File: src/rtl/spi_frame_master.sv
module spi_frame_master #(
  parameter int MAX_BITS = 16,
  parameter int DIV_W    = 8
) (
  input  logic                            clk,
  input  logic                            rst_n,
  input  logic                            enable,
  input  logic                            master_mode,
  input  logic                            sph,
  input  logic [$clog2(MAX_BITS)-1:0]     word_len,
  input  logic [DIV_W-1:0]                half_div,
  input  logic                            tx_valid,
  output logic                            tx_ready,
  input  logic [MAX_BITS-1:0]             tx_data,
  input  logic                            rx_in,
  output logic                            sclk,
  output logic                            fss_n,
  output logic                            txd,
  output logic                            txd_oe_n,
  output logic                            sclk_oe_n,
  output logic [MAX_BITS-1:0]             rx_data,
  output logic                            rx_valid
);
  localparam int LEN_W = $clog2(MAX_BITS);
  localparam int HC_W  = $clog2(2 * MAX_BITS + 4);
  localparam logic [LEN_W-1:0] MIN_LEN = LEN_W'(3);

  typedef enum logic [1:0] {S_IDLE, S_RUN, S_TAIL} st_t;

  st_t                 st;
  logic [MAX_BITS-1:0] word_q, rx_q;
  logic [LEN_W-1:0]    len_q;
  logic                sph_q;
  logic [DIV_W-1:0]    div_q, dc;
  logic [HC_W-1:0]     hc;

  logic [LEN_W-1:0]    len_in, bit_no;
  logic [DIV_W-1:0]    div_in;
  logic [HC_W-1:0]     hc_n, last_hc;
  logic                tick, odd, load_idle, load_b2b;
  logic [MAX_BITS-1:0] rx_shift;

  assign len_in    = (word_len < MIN_LEN) ? MIN_LEN : word_len;
  assign div_in    = (half_div == '0) ? DIV_W'(1) : half_div;
  assign tick      = (st != S_IDLE) && (dc == div_q - DIV_W'(1));
  assign hc_n      = hc + HC_W'(1);
  assign odd       = hc_n[0];
  assign last_hc   = HC_W'({len_q, 1'b0}) + HC_W'(2);
  assign bit_no    = LEN_W'((hc_n - HC_W'(1)) >> 1);
  assign rx_shift  = {rx_q[MAX_BITS-2:0], rx_in};
  assign load_idle = (st == S_IDLE) && enable && tx_valid;
  assign load_b2b  = (st == S_RUN) && tick && sph_q && (hc_n == last_hc) && enable && tx_valid;
  assign tx_ready  = load_idle || load_b2b;

  assign fss_n     = (st != S_RUN);
  assign txd_oe_n  = (st != S_RUN);
  assign sclk_oe_n = ~master_mode;

  always_ff @(posedge clk or negedge rst_n) begin
    if (!rst_n) begin
      st       <= S_IDLE;
      word_q   <= '0;
      rx_q     <= '0;
      len_q    <= MIN_LEN;
      sph_q    <= 1'b0;
      div_q    <= DIV_W'(1);
      dc       <= '0;
      hc       <= '0;
      sclk     <= 1'b0;
      txd      <= 1'b0;
      rx_data  <= '0;
      rx_valid <= 1'b0;
    end else begin
      rx_valid <= 1'b0;
      if (st == S_IDLE || tick) dc <= '0;
      else                      dc <= dc + DIV_W'(1);
      case (st)
        S_IDLE: if (load_idle) begin
          st     <= S_RUN;
          word_q <= tx_data;
          len_q  <= len_in;
          div_q  <= div_in;
          sph_q  <= sph;
          hc     <= '0;
          rx_q   <= '0;
        end
        S_RUN: if (tick) begin
          if (odd) begin
            if (hc_n < last_hc) txd <= word_q[len_q - bit_no];
            sclk <= sph_q && (hc_n < last_hc);
          end else if (hc_n <= last_hc) begin
            sclk <= ~sph_q;
            rx_q <= rx_shift;
          end
          if (hc_n == last_hc) begin
            rx_data  <= rx_shift;
            rx_valid <= 1'b1;
          end
          if (load_b2b) begin
            word_q <= tx_data;
            len_q  <= len_in;
            div_q  <= div_in;
            hc     <= '0;
            rx_q   <= '0;
          end else if (hc_n == last_hc + HC_W'(2)) begin
            st   <= S_TAIL;
            txd  <= 1'b0;
            sclk <= 1'b0;
          end else begin
            hc <= hc_n;
          end
        end
        S_TAIL: if (tick) st <= S_IDLE;
        default: st <= S_IDLE;
      endcase
    end
  end


  idle_level_chk: assert property (@(posedge clk) disable iff (!rst_n)
    (st == S_IDLE) |-> (!sclk && fss_n && !txd && txd_oe_n));


  ready_gate_chk: assert property (@(posedge clk) disable iff (!rst_n)
    tx_ready |-> (tx_valid && enable));


  start_pads_chk: assert property (@(posedge clk) disable iff (!rst_n)
    $fell(fss_n) |-> (!txd_oe_n && !sclk));


  clock_in_frame_chk: assert property (@(posedge clk) disable iff (!rst_n)
    sclk |-> !fss_n);


  rx_strobe_chk: assert property (@(posedge clk) disable iff (!rst_n)
    rx_valid |=> !rx_valid);


  div_range_chk: assert property (@(posedge clk) disable iff (!rst_n)
    (div_q != '0) && (dc < div_q));
endmodule

File: config.mk
export PLATFORM = sky130hd
export DESIGN_NAME = spi_frame_master
export DESIGN_NICKNAME = d
export VERILOG_FILES = /design/src/rtl/spi_frame_master.sv
export SDC_FILE = /design/constraint.sdc
export NUM_CORES = 1
export LEC_CHECK = 0
export BUFFER_PORTS_ARGS = -buffer_cell sky130_fd_sc_hd__buf_2
export CAP_MARGIN = 25
export CORE_ASPECT_RATIO = 0.5
export CORE_MARGIN = 4
export CORE_UTILIZATION = 62
export CTS_BUF_LIST = sky130_fd_sc_hd__clkbuf_16
export CTS_CLUSTER_SIZE = 28
export DETAILED_ROUTE_END_ITERATION = 12
export GPL_TIMING_DRIVEN = 0
export HOLD_SLACK_MARGIN = 0.05
export PLACE_DENSITY = 0.94
export SETUP_SLACK_MARGIN = 0.02
export SKIP_LAST_GASP = 1
export SLEW_MARGIN = 10
export SYNTH_ARGS = -nofsm -noshare
export SYNTH_HDL_FRONTEND = slang
export SYNTH_SLANG_ARGS = --single-unit
File: constraint.sdc
create_clock -name clk -period 5.8 [get_ports clk]
set_clock_uncertainty 0.05 [all_clocks]
set_input_delay 1.16 -clock clk [delete_from_list [all_inputs] [get_ports clk]]
set_output_delay 1.16 -clock clk [all_outputs]
set_load 0.02 [all_outputs]
==> results of run 1 <==
[worst min-delay path by stage]
stage | startpoint | endpoint | slack (ns)
final | rx_data[4] | rx_data[4] | 0.43
after global routing | rx_data[4] | rx_data[4] | 0.46
after CTS | rx_data[4] | rx_data[4] | 0.44
after detailed placement | rx_data[4] | rx_data[4] | 0.43
after global placement | rx_data[4] | rx_data[4] | 0.42
after floorplan | word_q[11] | word_q[11] | 0.43
[power groups by stage]
| stage | Clock [uW] | Combinational [uW] | Sequential (uW) |
|---|---|---|---|
| after floorplan | 0 | 1070 | 891 |
| after global placement | 0 | 1290 | 909 |
| after detailed placement | 0 | 1350 | 924 |
| after CTS | 514 | 1380 | 924 |
| after global routing | 541 | 1500 | 952 |
| final | 518 | 1380 | 929 |
[flip-flops by register name, summed over array words and instances (netlist names)]
register / cells
dc: 8
rx_q: 15
sclk: 1
rx_data: 16
len_q: 4
st: 2
txd: 1
div_q: 8
word_q: 16
hc: 6
sph_q: 1
rx_valid: 1
[cell type report]
class | count | area, sq um | area share (%)
multi-input cells | 261 | 2180 | 43.4
flip-flops and latches | 79 | 1980 | 39.3
repair buffers | 58 | 315 | 6.26
clock buffers | 9 | 225 | 4.47
well taps | 92 | 115 | 2.28
plain buffers | 17 | 104 | 2.06
inverters | 20 | 75.1 | 1.49
clock inverters | 7 | 38.8 | 0.770
[cells in the final DEF (no fill, tap or decap), types with 8 or more instances in the layout]
cell type | netlist | layout
dfrtp_1 | 76 | 76
buf_2 | 5 | 61
mux2_2 | 34 | 34
nand3_1 | 30 | 30
inv_1 | 20 | 20
nor2_1 | 20 | 20
xnor2_1 | 20 | 20
a21oi_1 | 18 | 18
nand3b_1 | 15 | 15
ha_1 | 14 | 14
xor2_1 | 12 | 12
clkbuf_16 | 0 | 9
nand2_1 | 8 | 8
mux2_4 | 8 | 8
[kinds of logic after synthesis]
family	count (synthesis)	synth area share [%]
flip-flops	79	45.6
multiplexers	54	15.8
XOR/XNOR	34	7.34
AND/OR/NAND/NOR	110	14.8
AO/OA/AOI/OAI	48	7.81
buffers and inverters	37	4.12
adder cells (fa/ha/maj)	15	4.49
[metrics by stage]
step / instances / area, sq um / power, uW
floorplan: 377 / 4340 / 1960
global placement: 526 / 4740 / 2200
detailed placement: 527 / 4770 / 2270
CTS: 543 / 5040 / 2810
global route: 543 / 5040 / 3000
finish: 543 / 5040 / 2830
[metal layers]
layer | up-vias | wire length [um] | global-route usage [%]
li1 | 1481 | - | -
met1 | 1579 | 4190 | 30.3
met2 | 133 | 4670 | 40.8
met3 | 26 | 658 | 8.21
met4 | 0 | 197 | 9.63
met5 | - | 0 | 0
==> metrics.txt, run 1 <==
status=finished, final reports clean; Clock Sinks=79; slack of the critical path=1.25 ns; largest net degree at the start of global routing=62; initial core utilization=64.3%; htree depth=3; most frequent cell after synthesis=dfrtp_1; Worst-Margin Slew=0.624 ns; r2r startpoint=hc[1]; post-synthesis register bit count=79; asr flop ratio synth=100%; r2r setup slk=2.40 ns; crit path from=hc[1]; slew margin rel.=58.2%; Worst-path clk slew=0.06 ns; Area contributors post-synth=dfrtp_1 44%, mux2_2 8.8%, ha_1 4.0%; core area=6750 sq um; post-layout util=74.6%; RSZ-0062 raised after global routing=no; detailed placement HPWL=6.65 mm; LEAKAGE=0.00220 uW; DR vias/cell=5.93; CTS tree=built; initial antenna violation count=0; Hold Path Cell Cnt=1; Synth Warn #=0; root buffer cell=clkbuf_16; EDFF count, synth=0; Syn Area/Cell=11.5 sq um; Tot GR Track Use=24.5%; cts hold-fix bufs=0; critical path's top delay family=simple AND/OR/NAND/NOR gates; postcts setup bufs=0; top cells by count, synth=76 x dfrtp_1, 34 x mux2_2, 30 x nand3_1; Post-Syn Nets=427; cts bufs inserted=9; Net count, final=496; DRT Pass-1 Iters=5; total vias in the final route=3219; FP Rows=21; Worst EP required=4.59 ns; routed wire length=9.72 mm; routability congestion estimate=0.883; # IOs=58; startpoint types=flip-flop; Hold/Removal Path Class=reg -> reg; sequential area share after synthesis=45.6%; max-slew violations=0; first-pass GRT wire length=16.0 mm; routed length per instance=17.9 um; Ant. Diodes=0; max cap viols=0; leading area contributor after synthesis=dfrtp_1; CP Capture Type=output port; Routed Antenna Nets=0; Top FF cell, synth=dfrtp_1; PwrDens=561 nW/um^2; critical path's slowest cell=dfrtp_1; 1st-iter DRT viols=261; GR Overflow Total=0; Critical Path Fanout Max=10; clk buf depth=2; IO buf count=57; CTS resizes=0; top-area cell type share of the netlist area=43.8%; vias in the first global route=3159; Final period util=78.4%; DRC=0; die width=126 um; Clock power frac=18.3%; pre-CTS worst setup slack=1.73 ns; crit path kind=reg -> out; full die area=8490 sq um; cells after synthesis=377; area delta synth->final=16.0%; Max IR drop VDD=0.378 mV; CP bufs+invs=5; Post-Syn Area=4340 sq um; critical path depth in cells=13; worst hold slack=0.432 ns; CP arrival=3.34 ns; Layout fillers=437; final hold violation count=0; sequential share of power=32.8%; Chip Height=67.2 um; layout cells sized above 1=31.7%; Net Sw Power=1110 uW; setup violators final=0; Switching Fraction=39.3%; Fin Setup TNS=0 ns; clk_lat worst skew=0.35 ns; Period minus WS final=4.55 ns; RR Endpoint=rx_q[4]; combinational share of power=48.9%; CP endpoint=tx_ready; Distinct cells, synth=62; crit path cell chain=ha_1 > nand3_1 > xnor2_2 > inv_1 > ha_1 > and4_1 > nand3_1 > nor2_1 > inv_1 > o21ai_2 > buf_6 > buf_8 > buf_2; crit-path max cell delay=0.41 ns; reg2reg path depth=12; maximum clock rate=220 MHz; P_int=1720 uW
(Power assumes the default switching activity.)
==> inputs of run 2 (changes only) <==
CORE_UTILIZATION = 52   (was 62)
PLACE_DENSITY = 0.85   (was 0.94)
clock period = 3.8 ns   (was 5.8 ns; I/O delays follow)
==> metrics.txt, run 2 (synthesis gave the netlist of run 1 again) <==
status=finished, final reports clean; slew margin rel.=56.7% (-1.4 points); max cap viols=0 (unchanged); pre-CTS worst setup slack=0.116 ns (-1.61 ns); Worst-path clk slew=0.06 ns (about the same); slack of the critical path=0.110 ns (-1.14 ns); Fin Setup TNS=0 ns (unchanged); initial antenna violation count=0 (unchanged); Critical Path Fanout Max=10 (unchanged); most common cell after layout, fill and taps aside=dfrtp_1; area delta synth->final=21.1%; detailed placement HPWL=6.69 mm (+0.55%); crit path kind=reg -> out; Final Non-Filler Cells=574 (+5.7%); full die area=9970 sq um (+17%); CP Capture Type=output port; cts bufs inserted=9 (unchanged); Tot GR Track Use=20.3% (-4.2 points); DR vias/cell=5.50 (-7.2%); cts hold-fix bufs=0 (unchanged); Worst EP required=2.99 ns (-1.60 ns); most frequent cells in the layout=75 x dfrtp_1, 59 x buf_2, 34 x mux2_2; clk buf depth=2 (unchanged); initial core utilization=53.9% (-10 points); total vias in the final route=3158 (-1.9%); Net count, final=507 (+2.2%); htree depth=3 (unchanged); GR Overflow Total=0 (unchanged); LEAKAGE=0.00225 uW (+2.6%); layout cells sized above 1=36.8% (+5.1 points); largest net degree at the start of global routing=61 (-1.6%); max-slew violations=0 (unchanged); Worst-Margin Slew=0.646 ns (+0.0214 ns); maximum clock rate=271 MHz; CP arrival=2.88 ns (-0.46 ns); dpl cell area=4800 sq um (+0.52%); startpoint types=flip-flop; CTS tree=built; routability congestion estimate=0.866 (-1.9%); Ant. Diodes=0 (unchanged); PwrDens=846 nW/um^2 (+51%); IO buf count=57 (unchanged); routed wire length=9.45 mm (-2.7%); core area=8060 sq um (+19%); Chip Height=72.6 um (+8.1%); Hold/Removal Path Class=in -> async; DRC=0 (unchanged); post-layout util=65.3% (-9.3 points); 1st-iter DRT viols=219 (-16%); Max IR drop VDD=0.548 mV (+45%); die width=137 um (+8.6%); Largest regs=rx_data x16, word_q x16, rx_q x15; # IOs=58 (unchanged); first-pass GRT wire length=15.6 mm (-2.3%); setup violators final=0 (unchanged); Routed Antenna Nets=0 (unchanged); Layout fillers=617 (+41%); clk_lat worst skew=0.34 ns (about the same); vias in the first global route=3188 (+0.92%); root buffer cell=clkbuf_16; Final period util=97.1%; Period minus WS final=3.69 ns; design area=5260 sq um (+4.4%); Cells after DPL=547 (+3.8%); Clock Sinks=79 (unchanged); FP Rows=23 (+9.5%); routed length per instance=16.5 um (-8.0%); final hold violation count=0 (unchanged); DRT Pass-1 Iters=5 (unchanged)
run 2: power by group:
part / total (uW) / leakage (uW) / switching, uW / internal [uW]
sequential: 1400 / 0.000954 / 264 / 1140
clock: 810 / 0.000125 / 363 / 447
combinational: 2230 / 0.00117 / 1090 / 1140
run 2: area by class of cell:
class / instances / area [sq um] / area share, %
clock inverters: 7 / 56.3 / 1.07
flip-flops and latches: 79 / 1980 / 37.7
plain buffers: 17 / 106 / 2.02
inverters: 20 / 75.1 / 1.43
well taps: 112 / 140 / 2.66
multi-input cells: 261 / 2280 / 43.3
clock buffers: 9 / 225 / 4.28
repair buffers: 69 / 400 / 7.61
run 2: layer usage:
metal | routed length, um | vias up | GRT usage, %
li1 | - | 1499 | -
met1 | 4350 | 1563 | 26.4
met2 | 4480 | 81 | 33.8
met3 | 483 | 15 | 5.58
met4 | 135 | 0 | 5.64
met5 | 0 | - | 0
run 2: critical path: stages, from the launching register on:
cell and delay [ns]:
dfstp_2 0.55, ha_1 0.22, nand2_1 0.11, xor2_1 0.16
ha_1 0.31, and4_4 0.23, nand3_4 0.13, nor2_4 0.11
inv_1 0.09, o21ai_4 0.20, buf_6 0.13, buf_8 0.15
buf_4 0.16
run 2: timing repair:
action                                  4_1_cts  5_1_grt
pin swaps                                     1        5
endpoints found under the setup margin        1        1
buffers inserted                              1       10
gates resized for setup                       6       12
run 2: worst paths after layout:
path                                     to  cells past startpoint       start  slack, ns
worst max-delay path               tx_ready                     12    len_q[1]       0.11
worst min-delay path            rx_data[10]                      1       rst_n       0.25
worst max register to register      rx_q[4]                     12    len_q[1]       0.50
worst min register to register   rx_data[4]                      1  rx_data[4]       0.43
max in group asynchronous          len_q[1]                      2       rst_n       2.82
min in group clk                 rx_data[4]                      1  rx_data[4]       0.43
run 2: per-stage QoR:
step	hold WS [ns]	power [uW]
3_5_place_dp	0.421	3470
5_1_grt	0.254	4750
3_3_place_gp	0.417	3370
2_1_floorplan	0.414	3000
6_report	0.245	4450
4_1_cts	0.241	4330
==> inputs of run 3 (changes only) <==
CORE_ASPECT_RATIO = 0.7   (was 0.5)
==> metrics.txt, run 3 (synthesis gave the netlist of run 1 again) <==
Net count, final=507 (unchanged); largest net degree at the start of global routing=57 (-6.6%); cts hold-fix bufs=0 (unchanged); CP Capture Type=output port; area delta synth->final=20.0%; routed length per instance=17.6 um (+6.9%); dpl cell area=4790 sq um (-0.29%); final hold violation count=0 (unchanged); routability congestion estimate=0.954 (+10%); critical path's top delay family=adder cells; sequential share of power=31.7% (about the same); DR vias/cell=5.78 (+5.1%); # IOs=58 (unchanged); Worst-path clk slew=0.06 ns (about the same); RSZ-0062 raised after global routing=no; critical path's slowest cell=dfrtp_1; Period minus WS final=3.65 ns (-0.0441 ns); 1st-iter DRT viols=202 (-7.8%); most frequent cells in the layout=75 x dfrtp_1, 60 x buf_2, 34 x mux2_2; FP Rows=27 (+17%); most common cell after layout, fill and taps aside=dfrtp_1; status=finished, final reports clean; Critical Path Fanout Max=10 (unchanged); CP arrival=2.84 ns (-0.04 ns); Worst EP required=2.99 ns (about the same); routed wire length=9.88 mm (+4.5%); clk_lat worst skew=0.34 ns (about the same); startpoint types=flip-flop; Worst-Margin Slew=0.600 ns (-0.0463 ns); clk buf depth=2 (unchanged); Net Sw Power=1710 uW (-0.62%); design area=5220 sq um (-0.88%); setup violators final=0 (unchanged); Hold/Removal Path Class=in -> async; first-pass GRT wire length=16.9 mm (+8.2%); cts bufs inserted=9 (unchanged); detailed placement HPWL=7.02 mm (+5.0%); GR Overflow Total=0 (unchanged); Max IR drop VDD=0.592 mV (+8.0%); core area=8010 sq um (-0.64%); Ant. Diodes=0 (unchanged); Routed Antenna Nets=0 (unchanged); CTS tree=built; htree depth=3 (unchanged); DRT Pass-1 Iters=5 (unchanged); root buffer cell=clkbuf_16; Largest regs=rx_data x16, word_q x16, rx_q x15; Clock Sinks=79 (unchanged); initial core utilization=54.3% (+0.35 points); highest metal used=met4; total vias in the final route=3245 (+2.8%); max cap viols=0 (unchanged); Final period util=95.9% (-1.2 points); DRC=0 (unchanged); full die area=9900 sq um (-0.66%); combinational share of power=51.1% (+0.9 points); Clock power frac=17.2% (-1.0 points); max-slew violations=0 (unchanged); maximum clock rate=274 MHz (+1.2%); crit path cell chain=ha_2 > nand2_1 > xor2_1 > ha_1 > and4_1 > nand3_4 > nor2_2 > inv_1 > o21ai_4 > buf_6 > buf_8 > buf_4; crit-path max cell delay=0.49 ns (-0.06 ns); layout cells sized above 1=36.1% (-0.71 points); CP bufs+invs=4 (unchanged); LEAKAGE=0.00226 uW (about the same); DR WL met2=4.86 mm (+8.5%); P_int=2700 uW (-1.0%); WL met1=4.39 mm (+0.90%); IO buf count=57 (unchanged); Switching Fraction=38.7% (+0.099 points); Fin Setup TNS=0 ns (unchanged); slew margin rel.=59.7% (+2.9 points); Tot GR Track Use=21.5% (+1.3 points); DR WL met3=530 um (+9.7%); crit path kind=reg -> out; die width=117 um (-15%); PwrDens=846 nW/um^2 (about the same); initial antenna violation count=0 (unchanged); Chip Height=84.5 um (+16%); vias in the first global route=3398 (+6.6%)
[run 3: final timing paths]
path                            start  cells after the start  slack, ns    endpoint
max reg2reg                  len_q[0]                     12       0.48     rx_q[0]
max                          len_q[2]                     12       0.15    tx_ready
min reg2reg                rx_data[7]                      1       0.45  rx_data[7]
max in group asynchronous       rst_n                      2       2.80    len_q[0]
min in group clk           rx_data[7]                      1       0.45  rx_data[7]
min                             rst_n                      1       0.27     rx_q[8]
[run 3: timing repair]
item,CTS,global route
pin swaps,3,3
buffers inserted,3,8
endpoints found under the setup margin,1,1
resized for setup,3,13
[run 3: per-stage QoR]
step	hold WS, ns	std cells	util [%]	setup slack (ns)	power, uW
2_1_floorplan	0.414	377	-	0.673	3000
5_1_grt	0.294	561	65.1	0.00689	4720
4_1_cts	0.276	553	63.4	0.0444	4280
3_5_place_dp	0.439	536	59.8	0.210	3470
6_report	0.270	561	65.1	0.154	4410
3_3_place_gp	0.412	535	59.4	0.236	3350
[run 3: final cells by class]
cell class              instances  area (sq um)
fillers                       596          2790
clock buffers                   9           225
flip-flops and latches         79          1980
repair buffers                 69           400
plain buffers                  17           104
clock inverters                 5          28.8
well taps                     101           126
inverters                      20          75.1
multi-input cells             261          2270
[run 3: worst register-to-register path: stages, from the launching register on]
cell and delay (ns):
dfstp_2 0.56, buf_4 0.12, ha_1 0.23, xor2_2 0.18
inv_1 0.08, ha_1 0.33, o21a_1 0.13, o21a_1 0.17
or3_1 0.39, a2111oi_4 0.38, clkbuf_1 0.32, nand3b_1 0.18
a21oi_1 0.08
[run 3: power groups by stage]
stage | registers (uW) | logic, uW | clock network (uW)
after floorplan | 1360 | 1640 | 0
after global placement | 1380 | 1970 | 0
after detailed placement | 1400 | 2070 | 0
after CTS | 1400 | 2110 | 772
after global routing | 1440 | 2460 | 816
final | 1400 | 2250 | 759
[run 3: layer usage]
metal | up-vias | GRT usage [%]
met3 | 10 | 5.84
met1 | 1636 | 30.0
met4 | 0 | 5.10
met5 | - | 0
li1 | 1499 | -
met2 | 100 | 33.6
